==> src/rtl/flash_block_guard.sv <==
module flash_block_guard #(
  parameter int NUM_BLOCKS = 64,
  localparam int AW = (NUM_BLOCKS > 1) ? $clog2(NUM_BLOCKS) : 1
) (
  input  logic          clk,
  input  logic          rst_n,
  input  logic          start_we,
  input  logic          end_we,
  input  logic [AW-1:0] addr_wdata,
  input  logic          cmd_valid,
  input  logic [7:0]    cmd_code,
  input  logic          irq_clear,
  input  logic [AW-1:0] rd_blk,
  output logic [2:0]    rd_state,
  output logic [AW-1:0] start_addr,
  output logic [AW-1:0] end_addr,
  output logic          busy,
  output logic          done,
  output logic [2:0]    wp_status,
  output logic          cmd_err,
  output logic          irq_pending
);
  localparam int SLOTS = 2 ** AW;
  localparam logic [AW:0]   NB       = (AW+1)'(NUM_BLOCKS);
  localparam logic [AW-1:0] LAST_BLK = AW'(NUM_BLOCKS - 1);
  localparam logic [2:0] ST_TIGHT = 3'b001;
  localparam logic [2:0] ST_LOCK  = 3'b010;
  localparam logic [2:0] ST_OPEN  = 3'b100;

  typedef enum logic [1:0] {OP_OPEN, OP_LOCK, OP_TIGHT} op_t;

  logic [2:0]    blk_st [SLOTS];
  logic [AW:0]   idx;
  logic [AW-1:0] last;
  op_t           op;

  logic cmd_ok, cmd_all;
  op_t  cmd_op;

  always_comb begin
    cmd_ok  = 1'b1;
    cmd_all = 1'b0;
    cmd_op  = OP_OPEN;
    case (cmd_code)
      8'h23: cmd_op = OP_OPEN;
      8'h27: cmd_all = 1'b1;
      8'h2A: cmd_op = OP_LOCK;
      8'h2C: cmd_op = OP_TIGHT;
      default: cmd_ok = 1'b0;
    endcase
  end

  wire       past_end = idx > {1'b0, last};
  wire       overrun  = idx >= NB;
  wire [2:0] cur      = blk_st[idx[AW-1:0]];
  wire       halt     = (op != OP_TIGHT) && (cur == ST_TIGHT);
  wire       skip     = (op == OP_TIGHT) && (cur == ST_OPEN);
  wire [2:0] new_st   = (op == OP_OPEN) ? ST_OPEN : (op == OP_LOCK) ? ST_LOCK : ST_TIGHT;
  wire       live     = busy && !past_end && !overrun;
  wire       do_write = live && !halt && !skip;
  wire       finish   = busy && (past_end || overrun || halt || idx == {1'b0, last});
  wire       accept   = !busy && cmd_valid && cmd_ok;

  assign rd_state = blk_st[rd_blk];

  always_ff @(posedge clk or negedge rst_n) begin
    if (!rst_n) begin
      for (int i = 0; i < SLOTS; i++)
        blk_st[i] <= (i < NUM_BLOCKS) ? ST_LOCK : 3'b000;
      idx         <= '0;
      last        <= '0;
      op          <= OP_OPEN;
      start_addr  <= '0;
      end_addr    <= '0;
      busy        <= 1'b0;
      done        <= 1'b0;
      wp_status   <= ST_LOCK;
      cmd_err     <= 1'b0;
      irq_pending <= 1'b0;
    end else begin
      done <= finish;

      if (start_we) begin
        start_addr <= addr_wdata;
        end_addr   <= addr_wdata;
      end else if (end_we) begin
        end_addr <= addr_wdata;
      end

      if (accept) begin
        busy <= 1'b1;
        op   <= cmd_op;
        idx  <= cmd_all ? '0 : {1'b0, start_addr};
        last <= cmd_all ? LAST_BLK : end_addr;
      end else if (busy) begin
        if (finish) busy <= 1'b0;
        else        idx  <= idx + 1'b1;
      end

      if (do_write) begin
        blk_st[idx[AW-1:0]] <= new_st;
        wp_status           <= new_st;
      end

      if (busy && overrun && !past_end) cmd_err <= 1'b1;
      else if (irq_clear)               cmd_err <= 1'b0;

      if (finish)         irq_pending <= 1'b1;
      else if (irq_clear) irq_pending <= 1'b0;
    end
  end
endmodule

==> config.mk <==
export PLATFORM = sky130hd
export DESIGN_NAME = flash_block_guard
export DESIGN_NICKNAME = d
export VERILOG_FILES = /design/src/rtl/flash_block_guard.sv
export SDC_FILE = /design/constraint.sdc
export NUM_CORES = 1
export LEC_CHECK = 0
export BUFFER_PORTS_ARGS = -buffer_cell sky130_fd_sc_hd__buf_2
export CAP_MARGIN = 15
export CORE_ASPECT_RATIO = 0.75
export CORE_MARGIN = 10
export CORE_UTILIZATION = 67
export DETAILED_ROUTE_END_ITERATION = 6
export PLACE_DENSITY = 0.85
export SLEW_MARGIN = 25
export SYNTH_ARGS = -nofsm -noshare
export SYNTH_HDL_FRONTEND = slang
export SYNTH_SLANG_ARGS = --single-unit
==> constraint.sdc <==
create_clock -name clk -period 6.4 [get_ports clk]
set_input_delay 0.64 -clock clk [delete_from_list [all_inputs] [get_ports clk]]
set_output_delay 0.64 -clock clk [all_outputs]
set_load 0.005 [all_outputs]
==> results of run 1 <==
-- routing by layer --
metal / part of all wire [%] / up-vias / track usage [%]
met3: 11 / 87 / 7.27
met5: 0 / - / 0
met1: 41 / 4734 / 39.9
met2: 45 / 600 / 40.8
li1: - / 3735 / -
met4: 3.0 / 0 / 8.23
-- worst max-delay path: stages (launching register included) --
cell	delay [ns]
dfrtp_2	0.80
buf_4	0.33
mux4_2	0.52
nand2_1	0.08
a21oi_1	0.14
a2111oi_0	0.63
nand4bb_1	0.28
nor4_4	0.50
nand2b_4	0.67
buf_4	0.49
nor4_4	0.12
mux2_1	0.36
-- final timing paths --
check / startpoint / endpoint / slack, ns
max in group asynchronous: rst_n / op[1]$_DFFE_PN0P_ / 4.72
setup / recovery: idx[1]$_DFFE_PN0P_ / blk_st[134]$_DFFE_PN0P_ / 1.28
hold / removal: rst_n / blk_st[113]$_DFFE_PN0P_ / 0.16
min in group clk: irq_clear / cmd_err$_DFFE_PN0P_ / 0.29
setup reg to reg: idx[1]$_DFFE_PN0P_ / blk_st[134]$_DFFE_PN0P_ / 1.28
hold reg to reg: cmd_err$_DFFE_PN0P_ / cmd_err$_DFFE_PN0P_ / 0.50
-- flip-flops by register name (all words and copies together) (netlist names), 2 cells and up --
| name | flops |
|---|---|
| last | 6 |
| idx | 7 |
| start_addr | 6 |
| op | 2 |
| end_addr | 6 |
| blk_st | 192 |
| wp_status | 3 |
-- synth_stat cells (3+ instances only) --
master	instances	share of area (%)
o21a_1	4	0.22
mux2_4	15	1.6
buf_2	21	0.77
mux2_2	52	4.3
o21ai_0	18	0.66
a22o_1	7	0.45
nand3b_1	3	0.16
a32oi_1	3	0.19
a21oi_1	16	0.59
nand4_1	4	0.18
nor4_4	52	8.1
nor2_1	37	1.0
a211oi_1	3	0.16
buf_12	6	0.88
nand2_1	22	0.60
nand3_1	13	0.48
mux2_1	156	13
a221o_1	8	0.59
o2bb2ai_1	4	0.26
dfrtp_1	161	29
a22oi_1	10	0.55
nor4_2	9	0.82
mux2i_1	28	2.0
o22ai_1	4	0.18
or4_4	6	0.49
nor3_1	6	0.22
inv_1	9	0.25
buf_4	3	0.16
buf_6	10	0.82
buf_1	8	0.22
xnor2_1	4	0.26
nor2b_1	9	0.41
dfstp_2	65	12
mux4_2	76	13
clkbuf_1	39	1.1
a221oi_1	4	0.26
a31oi_1	10	0.46
and3b_1	4	0.26
ha_1	8	0.73
-- cell families (layout without fill, tap and decap cells) --
kind of cell             count (synthesis)  in the layout
AO/OA/AOI/OAI                          106            106
AND/OR/NAND/NOR                        184            184
XOR/XNOR                                 4              4
buffers and inverters                   99            119
multiplexers                           327            327
flip-flops                             226            226
adder cells (fa/ha/maj)                  8              8
-- power breakdown --
| group | total [mW] | leakage (nW) | switching (mW) | internal (mW) |
|---|---|---|---|---|
| Sequential | 1.53 | 2.86 | 0.0708 | 1.46 |
| Combinational | 0.715 | 3.06 | 0.514 | 0.201 |
| Clock | 1.41 | 0.380 | 0.574 | 0.833 |
-- final cells by class --
cell class,instances,share of cell area (%)
clock buffer,35,4.49
clock inverter,7,0.775
inverter,11,0.281
multi-input combinational,629,50.3
sequential,226,39.1
tap,258,2.20
timing repair buffer,66,2.85
-- through the flow --
step	instance area (um^2)	hold WS, ns	total power, mW	instances
floorplan	13700	0.344	2.08	954
global placement	13900	0.477	2.23	1189
detailed placement	13900	0.485	2.24	1189
CTS	14700	0.190	3.64	1231
global route	14700	0.208	3.76	1232
finish	14700	0.161	3.65	1232
==> reports/results.txt, run 1 <==
Top FF cell, synth = dfrtp_1
Core area = 20200 um^2
Max_slew headroom = 22.9%
DR DRC count = 0
Num CTS Buffers = 23
Yosys cell types = 66
DP Wirelength = 23.8 mm
Remaining Overflow, GRT = 0
Core Util, Final = 72.9%
First drt pass iteration count = 5
Starting DRT DRC Count = 1157
Tcrit/Tclk final = 80.0%
CP Max Fanout = 29
Status = finished, final reports clean
Power per cell area = 248 nW/um^2
Synth Area in XOR/XNOR = 0.256%
Worst hold-check path type = in -> async
Antenna violations before repair = 0
Largest family of logic cells by synthesized area = multiplexers
H-tree levels = 1
Postcts setup bufs = 0
Yosys reg bits = 226
Nets = 991
Peak Freq = 195 MHz
Setup violations, final = 0
RSZ-0062 raised after global routing = false
Post-synth EDFFs = 0
Mapped Nets = 988
Clock tree from TritonCTS = done
Pre-CTS setup slack = 1.43 ns
Row cnt = 45
Clk buf depth = 3
Clk_lat worst skew = 0.53 ns
Layout cells sized above 1 = 40.7%
Fillers = 1297
Adder-Cell Fraction of Synth Area = 0.731%
PortBufs = 47
Slew Limit Fails = 0
IO Pins = 48
Worst Setup Start Kind = register
Clock Root Buffer = clkbuf_16
Crit path capture type = register
Sequential element share of the synthesized area = 41.9%
Avg Cell Area, Syn = 14.3 um^2
Largest net degree at the start of global routing = 102
Post-Syn Area = 13700 um^2
Most common cell after layout, fill and taps aside = dfrtp_1
CP Data Required Time = 6.80 ns
Diodes inserted = 0
Final WS setup = 1.28 ns
Leak = 6.30 nW
Critical path class = reg -> reg
WL/cell = 29.4 um
Mapped Cells = 954
Routability cong. = 0.920
Final-report hold violation count = 0
Mux cell area share after synthesis = 33.3%
Area grow syn2layout = 7.41%
Critical Path AT = 5.52 ns
Synth Area in Compound Gates = 5.55%
Total clock sinks = 226
Worst Skew = 0.0138 ns
Initial Util = 67.9%
Multi-input gate area = 7400 um^2
Global-route wire length before repair = 57.4 mm
Final TNS setup = 0 ns
Final WL = 36.2 mm
Max Cap Viol = 0
Final ANT Viol Nets = 0
Vias = 9156
Peak VDD IR = 0.210 mV
FF-to-FF path depth = 11
Die X = 185 um
Reg clk slew, reported paths = 0.06 ns
Post-synthesis simple-gate area fraction = 13.9%
GRT Total Usage = 27.9%
Via density = 7.43
Minimum clock period = 5.12 ns
PostCTS Resize Cnt = 0
FF+latch area = 5740 um^2
Die Footprint = 26600 um^2
Proportion of synthesized flip-flops having asynchronous set or reset = 100%
Post-CTS Hold Buffers = 0
Die Height = 144 um
Vias in the first global route = 9356
Most frequent cells in the layout = 157 x dfrtp_1, 156 x mux2_1, 76 x mux4_2
Worst slew pin tran = 1.15 ns
YS warnings = 0
No activity file was read; power rests on OpenSTA's default activity.
==> inputs of run 2 (changes only) <==
--- a/config.mk
+++ b/config.mk
@@ -9,9 +9,9 @@
 export CAP_MARGIN = 15
 export CORE_ASPECT_RATIO = 0.75
 export CORE_MARGIN = 10
-export CORE_UTILIZATION = 67
+export CORE_UTILIZATION = 63
 export DETAILED_ROUTE_END_ITERATION = 6
-export PLACE_DENSITY = 0.85
+export PLACE_DENSITY = 0.81
 export SLEW_MARGIN = 25
 export SYNTH_ARGS = -nofsm -noshare
 export SYNTH_HDL_FRONTEND = slang
==> constraint.sdc (replaced) <==
create_clock -name clk -period 4.75 [get_ports clk]
set_input_delay 0.475 -clock clk [delete_from_list [all_inputs] [get_ports clk]]
set_output_delay 0.475 -clock clk [all_outputs]
set_load 0.005 [all_outputs]
==> run 2 against run 1 <==
Count of clock-buffer cells in the layout shrank 1. Hold slack got worse by 0.15 ns. Routed wire length increased by 2.2%. Sequential cell count stayed put. Cell area grew 1.9%. Clock power is 36% higher. Critical path type unchanged. Sequential share of layout area down 0.74 points. Largest cell class unchanged.
==> reports/results.txt, run 2 (synthesis gave the netlist of run 1 again) <==
Leak = 6.43 nW
Comb pwr share = 20.8%
Peak VDD IR = 0.295 mV
Total clock sinks = 226
Minimum clock period = 4.14 ns
Routability cong. = 0.929
Final ANT Viol Nets = 0
Largest net degree at the start of global routing = 114
Row cnt = 46
Busiest grt layer = met2
Area grow syn2layout = 9.47%
Final WL = 37.0 mm
Slowest-stage cell, CP = nor3_1
Antenna violations before repair = 0
Crit path cell chain = buf_12, nor2b_1, a22oi_1, o221a_2, o22ai_1, nor4_4, nand4b_1, nand2b_4, nor3_1, mux2_2
Biggest registers after layout = blk_st x192, idx x7
Post-CTS Hold Buffers = 0
GRT Total Usage = 26.6%
WL/cell = 28.9 um
Reg clk slew, reported paths = 0.06 ns
Starting DRT DRC Count = 1260
Worst hold-check path type = in -> async
Critical path class = reg -> reg
Hold slack = 0.00723 ns
Final TNS setup = 0 ns
Die Height = 148 um
Critical Path AT = 4.55 ns
Clock Root Buffer = clkbuf_16
Global-route wire length before repair = 58.7 mm
Clk buf depth = 3
Critical path's largest stage delay = 0.72 ns
CP Max Fanout = 40
Status = finished, final reports clean
Sw Pwr = 1.57 mW
Final non-filler cell total = 1282
Clk_lat worst skew = 0.53 ns
Core area = 21200 um^2
Nets = 1011
Remaining Overflow, GRT = 0
Die X = 190 um
Postcts setup bufs = 0
Pre-CTS setup slack = 0.755 ns
DR DRC count = 0
Largest register by flop count = blk_st
PostCTS Resize Cnt = 0
Die Footprint = 28100 um^2
Met2 usage = 38.3%
Core Util, Final = 70.5%
Post-route cell area = 15000 um^2
Tcrit/Tclk final = 87.1%
Slew Limit Fails = 0
Initial Util = 64.4%
Most common cell after layout, fill and taps aside = dfrtp_1
Power per cell area = 334 nW/um^2
Peak Freq = 242 MHz
H-tree levels = 1
Met1 global-route usage = 37.3%
Setup violations, final = 0
PortBufs = 47
Clock Power Share = 38.3%
Layout cells sized above 1 = 41.9%
Crit path capture type = register
Num CTS Buffers = 23
Via density = 7.20
Worst slew pin tran = 0.984 ns
Sequential power share = 40.8%
Vias in the first global route = 9492
Sw Ratio = 31.3%
IO Pins = 48
Max_slew headroom = 34.2%
Clock tree from TritonCTS = done
Placed Area = 14200 um^2
Worst Skew = 0.0135 ns
Max reg flops = 192
Final-report hold violation count = 0
Total internal power = 3.44 mW
Final WS setup = 0.613 ns
Most frequent cells in the layout = 157 x dfrtp_1, 156 x mux2_1, 76 x mux4_2
Worst Setup Start Kind = register
DP Wirelength = 25.2 mm
RSZ-0062 raised after global routing = false
CP Data Required Time = 5.16 ns
Met3 usage = 8.53%
Number of instances in the placed design = 1240
Vias = 9236
Max Cap Viol = 0
First drt pass iteration count = 5
Final Power = 5.00 mW
## run 2: cell count changes in the layout (fill, tap and decap cells not counted)
cell | before | now
clkbuf_8 | 4 | 6
buf_6 | 1 | 0
nor2b_2 | 1 | 0
nand3_2 | 1 | 0
clkbuf_1 | 8 | 5
buf_4 | 17 | 31
diode_2 | 0 | 1
buf_12 | 2 | 9
nand3_1 | 12 | 13
nor2b_1 | 7 | 8
## run 2: power groups by stage
stage	clock, mW	sequential [mW]	combinational, mW
6_report	1.92	2.04	1.04
3_5_place_dp	0	2.07	1.02
5_1_grt	2.02	2.05	1.10
3_3_place_gp	0	2.07	0.995
4_1_cts	1.93	2.04	1.02
2_1_floorplan	0	2.02	0.791
## run 2: routing by layer
layer / part of all wire (%) / vias up / wire length [um]
li1: - / 3777 / -
met1: 41 / 4712 / 15200
met2: 44 / 638 / 16100
met3: 12 / 109 / 4400
met4: 3.4 / 0 / 1240
met5: 0 / - / 0
## run 2: critical path: cells and delay by family (launching register included)
family | cells | cell delay [ns]
muxes | 1 | 0.41
buffers and inverters | 1 | 0.31
DFF | 1 | 0.70
and+or+nand+nor | 5 | 1.80
AOI/OAI and AO/OA | 3 | 0.77
## run 2: cell type report
type,count,area [um^2]
antenna,1,2.50
clock inverter,7,114
multi-input combinational,629,7390
timing repair buffer,86,653
clock buffer,34,677
inverter,11,41.3
tap,288,360
sequential,226,5740
fill,1379,6260
## run 2: worst paths after layout
check                                     from                  endpoint  slack [ns]  cells after the start
max                         idx[2]$_DFFE_PN0P_  wp_status[2]$_DFFE_PN0P_        0.61                     10
min                                      rst_n   blk_st[107]$_DFFE_PN0P_       0.007                      1
max reg2reg                 idx[2]$_DFFE_PN0P_  wp_status[2]$_DFFE_PN0P_        0.61                     10
min reg2reg                cmd_err$_DFFE_PN0P_       cmd_err$_DFFE_PN0P_        0.50                      1
max in group asynchronous                rst_n    blk_st[94]$_DFFE_PN1P_        3.65                      2
min in group clk                     irq_clear       cmd_err$_DFFE_PN0P_        0.11                      2
==> inputs of run 3 (changes only) <==
--- a/config.mk
+++ b/config.mk
@@ -9,9 +9,9 @@
 export CAP_MARGIN = 15
 export CORE_ASPECT_RATIO = 0.75
 export CORE_MARGIN = 10
-export CORE_UTILIZATION = 63
+export CORE_UTILIZATION = 57
 export DETAILED_ROUTE_END_ITERATION = 6
-export PLACE_DENSITY = 0.81
+export PLACE_DENSITY = 0.77
 export SLEW_MARGIN = 25
 export SYNTH_ARGS = -nofsm -noshare
 export SYNTH_HDL_FRONTEND = slang
==> constraint.sdc (replaced) <==
create_clock -name clk -period 3.3 [get_ports clk]
set_input_delay 0.33 -clock clk [delete_from_list [all_inputs] [get_ports clk]]
set_output_delay 0.33 -clock clk [all_outputs]
set_load 0.005 [all_outputs]
==> run 3 against run 2 <==
The run now ends with setup timing left. Register-to-register slack lost 0.99 ns. Hold slack better by 0.040 ns. Die area is 9.2% higher. Count of clock-buffer cells in the layout fell by 3. Sequential share of layout area fell by 4.1 points. Setup slack worse by 0.99 ns. Highest routed layer unchanged.
==> reports/results.txt, run 3 (synthesis gave the netlist of run 1 again) <==
Peak Freq = 272 MHz
Most common cell after layout, fill and taps aside = dfrtp_1
DP Wirelength = 27.7 mm
Routability cong. = 0.954
First drt pass iteration count = 5
Crit path cell chain = buf_12, buf_8, mux2i_1, a211oi_1, a221oi_2, o221ai_2, or4_4, nor4_4, nand2b_4, buf_12, buf_12, buf_12, nor4_4, buf_4, mux2_4
Clk buf depth = 3
Hold depth = 2
R2R Setup Slk = -0.38 ns
Die X = 199 um
Biggest registers after layout = blk_st x192, idx x7
Clock Root Buffer = clkbuf_16
Clk_lat worst skew = 0.54 ns
Worst hold-check path type = in -> reg
Fillers = 1508
Setup violations, final = 201
Worst Setup Start Kind = register
Final-report hold violation count = 0
Final WL = 40.3 mm
Layout cells sized above 1 = 53.8%
DR DRC count = 0
FF-to-FF path depth = 15
Nets = 1139
Failing checks = setup timing
Vias in the first global route = 10028
Critical path's most frequent cell = buf_12
Row cnt = 49
Largest register by flop count = blk_st
Crit path capture type = register
Vias = 9813
Clock tree from TritonCTS = done
Max Cap Viol = 0
Power per cell area = 467 nW/um^2
Starting DRT DRC Count = 1195
Final ANT Viol Nets = 0
Diodes inserted = 0
Max_slew headroom = 40.2%
Global-route wire length before repair = 62.9 mm
Number of instances in the placed design = 1353
Final WS setup = -0.378 ns
Largest net degree at the start of global routing = 91
GRT Total Usage = 26.4%
Antenna violations before repair = 0
Max reg flops = 192
RSZ-0062 raised after global routing = true
Most frequent cells in the layout = 157 x dfrtp_1, 126 x mux2_1, 115 x buf_4
H-tree levels = 1
Final non-filler cell total = 1427
CP Data Required Time = 3.72 ns
Remaining Overflow, GRT = 0
Leak = 7.23 nW
Total clock sinks = 226
Peak VDD IR = 0.431 mV
Slew Limit Fails = 0
Slowest-stage cell, CP = or4_4
Minimum clock period = 3.68 ns
Critical path class = reg -> reg
WL/cell = 28.2 um
Die Height = 154 um
Status = finished with violations
PortBufs = 47
Tcrit/Tclk final = 111%
Worst slew pin tran = 0.897 ns
Initial Util = 57.5%
IO Pins = 48
Worst Skew = 0.0159 ns
Num CTS Buffers = 22
Critical path's largest stage delay = 0.58 ns
Core area = 23800 um^2
CP Max Fanout = 7
Reg clk slew, reported paths = 0.07 ns
Final TNS setup = -53.90 ns
Critical Path AT = 4.10 ns
Via density = 6.88
Die Footprint = 30700 um^2
Area grow syn2layout = 22.4%
==> run 3: stage by stage <==
stage	util [%]	instance area (um^2)	power [mW]	hold WS, ns	setup slack [ns]
2_1_floorplan	-	13700	4.04	0.0344	0.0205
6_report	70.4	16800	7.83	0.0472	-0.378
5_1_grt	70.4	16800	8.05	0.0410	-0.447
3_3_place_gp	63.9	15200	4.80	0.385	-0.236
4_1_cts	69.9	16600	7.75	0.0387	-0.232
3_5_place_dp	63.9	15200	4.84	0.391	-0.277
==> run 3: what timing repair did <==
item / in CTS / in global routing
pin swaps: 66 / 15
hold endpoints to repair: 58 / 0
hold buffers: 2 / 0
gates resized for setup: 71 / 26
gates cloned: 4 / 0
setup buffers: 31 / 4
endpoints found under the setup margin: 199 / 201
==> run 3: final timing paths <==
check | startpoint | end
worst min register to register | wp_status[0]$_DFFE_PN0P_ | wp_status[0]$_DFFE_PN0P_
worst min-delay path | addr_wdata[4] | end_addr[4]$_DFFE_PN0P_
worst max register to register | idx[2]$_DFFE_PN0P_ | blk_st[74]$_DFFE_PN0P_
max in group asynchronous | rst_n | blk_st[163]$_DFFE_PN1P_
worst max-delay path | idx[2]$_DFFE_PN0P_ | blk_st[74]$_DFFE_PN0P_
min in group asynchronous | rst_n | blk_st[105]$_DFFE_PN0P_
==> run 3: layer usage <==
layer,routed length [um],track usage [%],vias to the layer above,share of wire [%]
li1,-,-,4026,-
met1,16800,37.4,5096,42
met2,18000,39.3,587,45
met3,4310,6.92,104,11
met4,1220,6.96,0,3.0
met5,0,0,-,0
==> run 3: area by class of cell <==
cell class	instances	area (um^2)	area share, %
multi-input cells	629	7710	46.0
flip-flops and latches	226	5740	34.3
repair buffers	215	2090	12.5
clock buffers	31	644	3.85
well taps	306	383	2.29
clock inverters	9	139	0.829
inverters	11	45.0	0.269
==> run 3: where the power goes <==
group	internal, mW	switching [mW]
Sequential	2.83	0.0575
Combinational	0.938	1.26
Clock	1.60	1.14
==> run 3: critical path, delay by kind of cell, from the launching register on <==
kind | cells | cell delay, ns
and+or+nand+nor | 4 | 1.14
buffers and inverters | 6 | 0.82
DFF | 1 | 0.55
muxes | 2 | 0.53
AOI/OAI and AO/OA | 3 | 0.51
